`src/rtl/tmr_pkg.sv`:
```
package tmr_pkg;
  localparam int CNT_W  = 16;
  localparam int BYTE_W = CNT_W / 2;

  typedef enum logic [1:0] {
    KIND_CAPTURE,
    KIND_COMPARE,
    KIND_EDGE_PWM,
    KIND_CENTER_PWM
  } chKind_t;

  // strobes from the counter control to the channel datapath
  typedef struct packed {
    logic             tick;     // count steps on this edge
    logic             pwmLoad;  // waveform buffer transfer point
    logic [CNT_W-1:0] cntNow;   // count before the edge
    logic [CNT_W-1:0] cntNext;  // count after the edge when tick
  } cntStrobe_t;
endpackage

```
`src/rtl/tmr_counter.sv`:
```
module tmr_counter
  import tmr_pkg::*;
#(
  parameter int PRE_W = 3
) (
  input  logic             clk,
  input  logic             rstN,
  input  logic [1:0]       clkSel,
  input  logic [PRE_W-1:0] preSel,
  input  logic             pwmCenter,
  input  logic             modWrite,
  input  logic [CNT_W-1:0] modValue,
  input  logic             ovfClear,
  output cntStrobe_t       strb,
  output logic [CNT_W-1:0] cnt,
  output logic             ovfFlag
);
  localparam int PRE_CNT_W = (1 << PRE_W) - 1;

  logic [PRE_CNT_W-1:0] preCnt;
  logic [PRE_CNT_W-1:0] preMask;
  logic [CNT_W-1:0]     modReg;
  logic [CNT_W-1:0]     modEff;
  logic [CNT_W-1:0]     cntNext;
  logic                 dirUp;
  logic                 dirNext;
  logic                 wrapEvt;
  logic                 running;
  logic                 tick;

  assign running = (clkSel != 2'b00);
  assign preMask = PRE_CNT_W'((32'd1 << preSel) - 32'd1);
  assign tick    = running && (preCnt >= preMask);
  assign modEff  = (modReg == '0) ? '1 : modReg;

  always_ff @(posedge clk or negedge rstN) begin
    if (!rstN)        preCnt <= '0;
    else if (!running || tick) preCnt <= '0;
    else              preCnt <= preCnt + PRE_CNT_W'(1);
  end

  always_ff @(posedge clk or negedge rstN) begin
    if (!rstN)         modReg <= '0;
    else if (modWrite) modReg <= modValue;
  end

  always_comb begin
    cntNext = cnt;
    dirNext = dirUp;
    wrapEvt = 1'b0;
    if (pwmCenter) begin
      if (dirUp) begin
        if (cnt >= modEff) begin
          dirNext = 1'b0;
          cntNext = cnt - CNT_W'(1);
        end else begin
          cntNext = cnt + CNT_W'(1);
        end
      end else begin
        if (cnt <= CNT_W'(1)) begin
          cntNext = '0;
          dirNext = 1'b1;
          wrapEvt = 1'b1;
        end else begin
          cntNext = cnt - CNT_W'(1);
        end
      end
    end else begin
      dirNext = 1'b1;
      if (cnt >= modEff) begin
        cntNext = '0;
        wrapEvt = 1'b1;
      end else begin
        cntNext = cnt + CNT_W'(1);
      end
    end
  end

  always_ff @(posedge clk or negedge rstN) begin
    if (!rstN) begin
      cnt   <= '0;
      dirUp <= 1'b1;
    end else if (tick) begin
      cnt   <= cntNext;
      dirUp <= dirNext;
    end
  end

  always_ff @(posedge clk or negedge rstN) begin
    if (!rstN)                 ovfFlag <= 1'b0;
    else if (tick && wrapEvt)  ovfFlag <= 1'b1;
    else if (ovfClear)         ovfFlag <= 1'b0;
  end

  assign strb.tick    = tick;
  assign strb.pwmLoad = tick && dirUp && (cnt == modEff - CNT_W'(1));
  assign strb.cntNow  = cnt;
  assign strb.cntNext = cntNext;

  // a stopped counter holds its value
  a_r2_stop_holds: assert property (@(posedge clk) disable iff (!rstN)
    (clkSel == 2'b00) |=> $stable(cnt));

  // an edge-counting step never lands above the modulo limit
  a_r3_within_modulo: assert property (@(posedge clk) disable iff (!rstN)
    (tick && !pwmCenter) |=> (cnt <= $past(modEff)));

  // the overflow flag rises only together with a return to zero
  a_r1_ovf_at_zero: assert property (@(posedge clk) disable iff (!rstN)
    $rose(ovfFlag) |-> (cnt == '0));
endmodule

```
`src/rtl/tmr_channel.sv`:
```
module tmr_channel
  import tmr_pkg::*;
(
  input  logic              clk,
  input  logic              rstN,
  input  cntStrobe_t        strb,
  input  logic              pwmCenter,
  input  logic [1:0]        modeSel,
  input  logic [1:0]        edgeSel,
  input  logic              wrHi,
  input  logic              wrLo,
  input  logic [BYTE_W-1:0] wrData,
  input  logic              capIn,
  input  logic              flagClear,
  output logic              pinOut,
  output logic              flag,
  output logic [CNT_W-1:0]  value
);
  chKind_t           kind;
  logic [BYTE_W-1:0] bufHi;
  logic [BYTE_W-1:0] bufLo;
  logic [CNT_W-1:0]  bufWord;
  logic              armed;
  logic              full;
  logic              isCap;
  logic              isOc;
  logic              isPwm;
  logic              doLoad;
  logic              match;
  logic              prevIn;
  logic              captureHit;
  logic [CNT_W-1:0]  dutyVal;

  always_comb begin
    if (pwmCenter)              kind = KIND_CENTER_PWM;
    else if (modeSel == 2'b00)  kind = KIND_CAPTURE;
    else if (modeSel == 2'b01)  kind = KIND_COMPARE;
    else                        kind = KIND_EDGE_PWM;
  end

  assign isCap   = (kind == KIND_CAPTURE);
  assign isOc    = (kind == KIND_COMPARE);
  assign isPwm   = (kind == KIND_EDGE_PWM) || (kind == KIND_CENTER_PWM);
  assign bufWord = {bufHi, bufLo};
  assign doLoad  = full && ((isOc && strb.tick) || (isPwm && strb.pwmLoad));
  assign match   = strb.tick && (strb.cntNext == value);
  assign captureHit = isCap && ((edgeSel[0] && capIn && !prevIn) ||
                                (edgeSel[1] && !capIn && prevIn));
  assign dutyVal = doLoad ? bufWord : value;

  // two-byte holding register
  always_ff @(posedge clk or negedge rstN) begin
    if (!rstN) begin
      bufHi <= '0;
      bufLo <= '0;
      armed <= 1'b0;
      full  <= 1'b0;
    end else if (wrHi) begin
      bufHi <= wrData;
      armed <= 1'b1;
      full  <= 1'b0;
    end else if (wrLo && armed) begin
      bufLo <= wrData;
      armed <= 1'b0;
      full  <= 1'b1;
    end else if (doLoad) begin
      full  <= 1'b0;
    end
  end

  always_ff @(posedge clk or negedge rstN) begin
    if (!rstN)           value <= '0;
    else if (doLoad)     value <= bufWord;
    else if (captureHit) value <= strb.cntNow;
  end

  always_ff @(posedge clk or negedge rstN) begin
    if (!rstN) prevIn <= 1'b0;
    else       prevIn <= capIn;
  end

  always_ff @(posedge clk or negedge rstN) begin
    if (!rstN)                         flag <= 1'b0;
    else if (captureHit || (!isCap && match)) flag <= 1'b1;
    else if (flagClear)                flag <= 1'b0;
  end

  always_ff @(posedge clk or negedge rstN) begin
    if (!rstN) begin
      pinOut <= 1'b0;
    end else if (isOc && match) begin
      case (edgeSel)
        2'b01:   pinOut <= !pinOut;
        2'b10:   pinOut <= 1'b0;
        2'b11:   pinOut <= 1'b1;
        default: pinOut <= pinOut;
      endcase
    end else if (isPwm && strb.tick) begin
      pinOut <= (strb.cntNext < dutyVal) ^ edgeSel[0];
    end
  end

  // in compare mode the working value only moves on a count step
  a_r4_oc_load_on_tick: assert property (@(posedge clk) disable iff (!rstN)
    (isOc && $past(isOc) && !$stable(value)) |-> $past(strb.tick));

  // in waveform modes the working value only moves at the period boundary
  a_r10_pwm_load_at_boundary: assert property (@(posedge clk) disable iff (!rstN)
    (isPwm && $past(isPwm) && !$stable(value)) |-> $past(strb.pwmLoad));

  // a capture always leaves the flag set
  a_r8_capture_flags: assert property (@(posedge clk) disable iff (!rstN)
    (isCap && $past(isCap) && !$stable(value)) |-> flag);

  // a set flag survives until a clear strobe
  a_r9_flag_sticky: assert property (@(posedge clk) disable iff (!rstN)
    ($past(flag) && !$past(flagClear)) |-> flag);
endmodule

```
`src/rtl/tmr_capcmp_unit.sv`:
```
module tmr_capcmp_unit
  import tmr_pkg::*;
#(
  parameter int NUM_CH = 2,
  parameter int PRE_W  = 3
) (
  input  logic                    clk,
  input  logic                    rstN,
  input  logic [1:0]              clkSel,
  input  logic [PRE_W-1:0]        preSel,
  input  logic                    pwmCenter,
  input  logic                    modWrite,
  input  logic [CNT_W-1:0]        modValue,
  input  logic                    ovfClear,
  input  logic [2*NUM_CH-1:0]     chModeSel,
  input  logic [2*NUM_CH-1:0]     chEdgeSel,
  input  logic [NUM_CH-1:0]       chWrHi,
  input  logic [NUM_CH-1:0]       chWrLo,
  input  logic [BYTE_W-1:0]       wrData,
  input  logic [NUM_CH-1:0]       capIn,
  input  logic [NUM_CH-1:0]       chFlagClear,
  output logic [CNT_W-1:0]        count,
  output logic                    ovfFlag,
  output logic [NUM_CH-1:0]       chFlag,
  output logic [NUM_CH-1:0]       chPin,
  output logic [CNT_W*NUM_CH-1:0] chValue
);
  cntStrobe_t strb;

  tmr_counter #(.PRE_W(PRE_W)) u_counter (
    .clk      (clk),
    .rstN     (rstN),
    .clkSel   (clkSel),
    .preSel   (preSel),
    .pwmCenter(pwmCenter),
    .modWrite (modWrite),
    .modValue (modValue),
    .ovfClear (ovfClear),
    .strb     (strb),
    .cnt      (count),
    .ovfFlag  (ovfFlag)
  );

  for (genvar c = 0; c < NUM_CH; c++) begin : g_ch
    tmr_channel u_channel (
      .clk      (clk),
      .rstN     (rstN),
      .strb     (strb),
      .pwmCenter(pwmCenter),
      .modeSel  (chModeSel[2*c +: 2]),
      .edgeSel  (chEdgeSel[2*c +: 2]),
      .wrHi     (chWrHi[c]),
      .wrLo     (chWrLo[c]),
      .wrData   (wrData),
      .capIn    (capIn[c]),
      .flagClear(chFlagClear[c]),
      .pinOut   (chPin[c]),
      .flag     (chFlag[c]),
      .value    (chValue[CNT_W*c +: CNT_W])
    );
  end
endmodule

```
`config.mk`:
```
export PLATFORM = sky130hd
export DESIGN_NAME = tmr_capcmp_unit
export DESIGN_NICKNAME = d
export VERILOG_FILES = /design/src/rtl/tmr_pkg.sv /design/src/rtl/tmr_counter.sv /design/src/rtl/tmr_channel.sv /design/src/rtl/tmr_capcmp_unit.sv
export SDC_FILE = /design/constraint.sdc
export NUM_CORES = 1
export LEC_CHECK = 0
export ABC_CLOCK_PERIOD_IN_PS = 12450
export BUFFER_PORTS_ARGS = -buffer_cell sky130_fd_sc_hd__buf_4
export CORE_MARGIN = 2
export CORE_UTILIZATION = 48
export DETAILED_ROUTE_END_ITERATION = 16
export GPL_ROUTABILITY_DRIVEN = 0
export PLACE_DENSITY = 0.75
export SLEW_MARGIN = 20
export SYNTH_ARGS = -nofsm -noshare
export SYNTH_HDL_FRONTEND = slang
export SYNTH_SLANG_ARGS = --single-unit
```
`constraint.sdc`:
```
create_clock -name clk -period 12.45 [get_ports clk]
set_clock_uncertainty 0.2 [all_clocks]
set_input_delay 0.6225 -clock clk [delete_from_list [all_inputs] [get_ports clk]]
set_output_delay 0.6225 -clock clk [all_outputs]
set_load 0.1 [all_outputs]
```
# Word level (Yosys, flattened, before mapping)
# Index checks and enable logic that the tools add are counted.
[totals]
register_bits = 115
inputBits = 50
word_cells = 172
[op_classes]
add_sub_neg = 5
order_cmp = 5
eq_ne = 19
n_shift = 1
mux = 48
n_bitwise = 4
n_reduce_logical = 69
[op_table]
columns = ["operator", "count"]
rows = [
  ["$mux W16", 12],
  ["$eq A16 B16 Y1", 3],
  ["$lt A16 B16 Y1", 2],
  ["$sub A16 B1 Y16 const B", 2],
  ["$logic_and A1 B1 Y1", 30],
  ["$mux W1", 27],
  ["$reduce_bool A2 Y1", 10],
  ["$add A16 B1 Y16 const B", 1],
  ["$eq A2 B2 Y1 const B", 8],
  ["$ge A16 B16 Y1", 1],
  ["$le A16 B1 Y1 const B", 1],
  ["$logic_not A16 Y1", 1],
  ["$eq A2 B1 Y1 const B", 6],
  ["$mux W2", 6],
  ["$logic_not A1 Y1", 9],
  ["$logic_or A1 B1 Y1", 9],
  ["$logic_not A2 Y1", 4],
  ["$ne A4 B4 Y1 const B", 2],
  ["$reduce_and A2 Y1", 4],
  ["$add A7 B1 Y7 const B", 1],
  ["$ge A7 B7 Y1", 1],
  ["$mux W7", 1],
  ["$shl A1 B3 Y7 const A", 1],
  ["$sub A7 B1 Y7 const B", 1],
  ["4 further kinds", 8],
]

# Depth between registers and ports, before layout
[depth]
ltp_word = 14
mapped_depth = 26
mapped_depth_nobuf = 24

# Cells and area by module
# A second synthesis with hierarchy kept.
[hier_totals]
hier_cells = 905
area_unflattened_um2 = 8471.9
[modules_own_cells]
columns = ["mod", "n_inst", "cells_each", "area_per_inst_um2", "seq_area_each_um2"]
rows = [
  ["tmr_counter", 1, 479, 3951.3, 1027.2],
  ["tmr_channel at g_ch[0].u_channel", 1, 225, 2324.7, 925.9],
  ["tmr_channel at g_ch[1].u_channel", 1, 201, 2195.9, 925.9],
]

# Worst setup path before layout
# OpenSTA, ideal clock, no wires.
[synth_path]
path_kind = "reg2reg"
startpoint = "reg u_counter.modReg[4]"
endpoint = "reg g_ch[0].u_channel.pinOut"
setup_time_ns = 0.124
t_arrival_ns = 5.711
required_ns = 12.126
setup_slack_ns = 6.415
stages_incl_launch_ff = 27
n_path_buf = 3
synth_period_minus_slack_ns = 6.035
path_cell_list = "dfrtp_1 > clkbuf_1 > nor4_1 > nand3_1 > nor2_1 > nor2_1 > ha_1 > or3b_2 > nor3_1 > a2111oi_0 > a2111oi_0 > mux2i_1 > nand4b_1 > o21ai_1 > buf_1 > buf_2 > mux2i_1 > ha_1 > a21o_1 > a21o_1 > a21oi_1 > o211ai_1 > o21ai_0 > nand2_1 > a41o_1 > a22o_1 > a211o_1"
[synth_via]
elab_chain_len = 13
[synth_lines]
columns = ["item", "line_no", "rtl"]
rows = [
  ["start: declaration", "tmr_counter.sv:22", "logic [CNT_W-1:0] modReg;"],
  ["start signal: assignment", "tmr_counter.sv:44", "else if (modWrite) modReg <= modValue;"],
  ["$logic_not A16 Y1", "tmr_counter.sv:34", "assign modEff = (modReg == '0) ? '1 : modReg;"],
  ["$mux W16 *", "tmr_counter.sv:34", ""],
  ["$sub A16 B1 Y16", "tmr_counter.sv:96", "assign strb.pwmLoad = tick && dirUp && (cnt == modEff - CNT_W'(1));"],
  ["$eq A16 B16 Y1", "tmr_counter.sv:96", ""],
  ["$logic_and A1 B1 Y1", "tmr_counter.sv:96", ""],
  ["$logic_and A1 B1 Y1", "tmr_channel.sv:45", "assign doLoad = full && ((isOc && strb.tick) || (isPwm && strb.pwmLoad));"],
  ["$logic_or A1 B1 Y1", "tmr_channel.sv:45", ""],
  ["$logic_and A1 B1 Y1", "tmr_channel.sv:45", ""],
  ["$mux W16", "tmr_channel.sv:49", "assign dutyVal = doLoad ? bufWord : value;"],
  ["$lt A16 B16 Y1", "tmr_channel.sv:99", "pinOut <= (strb.cntNext < dutyVal) ^ edgeSel[0];"],
  ["$xor A1 B1 Y1", "tmr_channel.sv:99", ""],
  ["$mux W1", "tmr_channel.sv:98", "end else if (isPwm && strb.tick) begin"],
  ["$mux W1", "tmr_channel.sv:91", "end else if (isOc && match) begin"],
  ["end signal: assignment", "tmr_channel.sv:93", "2'b01: pinOut <= !pinOut;"],
  ["end signal: assignment", "tmr_channel.sv:96", "default: pinOut <= pinOut;"],
  ["end signal: assignment", "tmr_channel.sv:99", ""],
  ["end: declaration", "tmr_channel.sv:15", "output logic pinOut,"],
]
# Mark *: on every way between the ends. The rest lies on a longest branch, timed or not. The select of a mux whose other input is x is not followed.
# A chain may end at the register's enable or synchronous reset.

# Worst setup path after layout
[layout_path]
startpoint = "reg u_counter.modReg[6]"
endpoint = "reg g_ch[0].u_channel.pinOut"
# Same word-level chain as after synthesis.

==> results_dict.tcl <==
set metrics [dict create \
    yosysTopAreaCellShare 0.310 \
    rows 50 \
    post_cts_buffers 0 \
    yosysSeqAreaShare 0.313 \
    synthFlopType "dfrtp_1" \
    clk_latency_ps 420 \
    syn2layout_area_growth_pct 14.1 \
    final_area_mm2 0.0105 \
    slew_violations 0 \
    finalSetupTns_ps 0 \
    io_pins 103 \
    synth_largest_area_cell "dfrtp_1" \
    route.met3.wl_mm 2.28 \
    hpwl_mm 19.6 \
    drt_wl_total_mm 26.6 \
    fmax_mhz 141 \
    power_switching_w 0.00147 \
    ctsRootBufferMaster "clkbuf_16" \
    syn_area_mm2 0.00920 \
    min_period_ps 7070 \
    layout_common_cells "dfrtp_1, buf_4, o21ai_0" \
    vias 8220 \
    layout_commonest_cell "dfrtp_1" \
    period_share 0.568 \
    fillCellCount 1667 \
    dp_cells 1290 \
    synth_edf_count 0 \
    post_route_cells_drive_above_1_share 0.205 \
    die_h_um 142 \
    syn_inst 1020 \
    grt_setup_unrepaired "no" \
    antennaDiodeCount 0 \
    synthArstFlopShare 1.00 \
    cp-start-kind "flip-flop" \
    routed.top_layer "met4" \
    vias_per_cell 6.21 \
    synth_nets 1131 \
    power_density_mw_per_mm2 265 \
    yosys_warnings 0 \
    clk_pin_slew_worst_paths_ps 60 \
    wl_met2_mm 12.3 \
    ys_seq_elements 115 \
    finalNonFillerCells 1323 \
    dieArea_mm2 0.0203 \
    hold_viol 0 \
    p_sw_frac 0.529 \
    clkPwrFrac 0.165 \
    finalPower_w 0.00278 \
    finish.utilization 0.559 \
    io_buffers 102 \
    cp.arrival_ps 7180 \
    worstPathMaxFanout 49 \
    finalSetupViolCount 0 \
    place_area_mm2 0.00992 \
    reg2reg_slack_ps 5380 \
    wl_met1_mm 11.3 \
    wl_per_cell_um 20.1 \
    cp_data_required_time_ps 12560 \
    cts_buffers 17 \
    drtIter0Drc 669 \
    ant_nets 0 \
    p_leak_nw 4.46 \
    hold_path_class "input pin to flip-flop" \
    critPathCaptureType "flip-flop" \
    pwr-share-seq 0.237 \
    tightest_slew_ps 1060 \
    core-area_mm2 0.0188 \
    cts_tree "done" \
    layout.nets 1187 \
    grt-ovfl-total 0 \
    clkSinkCount 115 \
    grtUsageTotal 0.272 \
    status "finished, final reports clean" \
    synthDistinctLibCells 77 \
    fp.dieW_um 142 \
    remaining_drc_errors 0 \
    cts.path.max_buffers 2 \
    grt_max_degree 79 \
    antenna_found_initial 0 \
    vdd_drop_max_mv 0.175 \
    cap_violations 0 \
    postSynthAreaPerCell_um2 9.01 \
    internal_power_w 0.00131 \
    h-tree-depth 4 \
    grt_pass1_vias 7891 \
    initial_core_util 0.490 \
    slew_headroom 0.292 \
    synth_top_cells_by_area "dfrtp_1, ha_1, mux2i_1" \
    first_pass_iters 5 \
    crit_type "flip-flop to flip-flop" \
    grt_pass1_wl_mm 42.9 \
    pwr-share-comb 0.598 \
]
==> power by group through the flow <==
| stage | Sequential [W] | Clock, W | Combinational [W] |
|---|---|---|---|
| 3_5_place_dp | 0.000656 | 0 | 0.00163 |
| 5_1_grt | 0.000672 | 0.000482 | 0.00180 |
| 4_1_cts | 0.000651 | 0.000463 | 0.00165 |
| 6_report | 0.000658 | 0.000459 | 0.00166 |
| 2_1_floorplan | 0.000728 | 0 | 0.00118 |
| 3_3_place_gp | 0.000653 | 0 | 0.00161 |
==> through the flow <==
step	hold slack [ps]	setup WS (ps)
4_1_cts	104	5540
3_5_place_dp	276	5490
2_1_floorplan	127	6420
6_report	117	5380
3_3_place_gp	260	5720
5_1_grt	107	4820
==> synthesized netlist by cell type (7+ instances only) <==
master and number:
dfrtp_1 114, o21ai_0 89, nand2_1 83, mux2i_1 69, nor2_1 68, ha_1 61
mux2_2 51, a21oi_1 47, xnor2_1 46, clkbuf_1 34, inv_1 30, nor3_1 27
xor2_1 25, buf_4 24, nand4_1 19, nand3_1 17, a21o_1 16, or3_1 16
nor4_1 12, nand3b_1 9, nor3b_1 9, a31oi_1 8, and3_1 8, a211oi_1 7
buf_6 7, o22ai_1 7
==> area by class of cell <==
type                    count  area [µm²]  share of cell area
clock buffers              19         453              0.0432
clock inverters            13         101             0.00966
inverters                  30         113              0.0107
multi-input cells         799        5800               0.553
flip-flops and latches    115        2880               0.274
well taps                 234         293              0.0279
repair buffers            113         855              0.0815
==> per-layer routing <==
metal,track usage,up-vias
li1,-,3832
met1,0.374,3932
met2,0.431,408
met3,0.0485,48
met4,0.0964,0
met5,0,-
==> flip-flops by register name (all words and copies together), names as in the netlist <==
register	cells
u_counter.dirUp	1
u_counter.modReg	16
g_ch.u_channel.bufHi	16
g_ch.u_channel.armed	2
g_ch.u_channel.value	32
g_ch.u_channel.pinOut	2
u_counter.preCnt	7
u_counter.ovfFlag	1
g_ch.u_channel.full	2
g_ch.u_channel.flag	2
u_counter.cnt	16
g_ch.u_channel.bufLo	16
g_ch.u_channel.prevIn	2
==> final timing paths <==
check	startpoint	end	cells after the start
max	u_counter.modReg[6]	g_ch[0].u_channel.pinOut	24
min	capIn[1]	g_ch[1].u_channel.prevIn	1
max reg2reg	u_counter.modReg[6]	g_ch[0].u_channel.pinOut	24
min reg2reg	g_ch[0].u_channel.armed	g_ch[0].u_channel.armed	1
max in group asynchronous	rstN	g_ch[0].u_channel.value[11]	3
min in group asynchronous	rstN	u_counter.modReg[0]	2
==> cell families after synthesis <==
family / after synthesis / synth area share
AO/OA/AOI/OAI: 234 / 0.161
XOR/XNOR: 71 / 0.0676
AND/OR/NAND/NOR: 313 / 0.178
flip-flops: 115 / 0.313
adder cells (fa/ha/maj): 61 / 0.0830
buffers and inverters: 106 / 0.0596
multiplexers: 120 / 0.138
==> worst max-delay path, cell delays in order, from the launching register on <==
cell and delay (ps):
dfrtp_1 460, nor4_1 610, nand3_1 220, nor2_1 830, nor2_1 160, ha_1 310, or3b_2 250, nor3_1 80
a2111oi_0 370, a2111oi_0 130, mux2i_1 300, nand4b_1 190, o21ai_4 150, buf_4 470, mux2i_1 250, ha_1 260
a21o_1 190, a21o_1 170, a21oi_1 200, o211ai_1 120, o21ai_0 180, nand2_1 70, a41o_1 230, a22o_1 240
a211o_1 280
==> timing repair <==
action / CTS / global route
hold endpoints to repair: 36 / 0
hold buffers: 1 / 0
gates resized for setup: 0 / 0
Power figures use the tool's default switching activity.
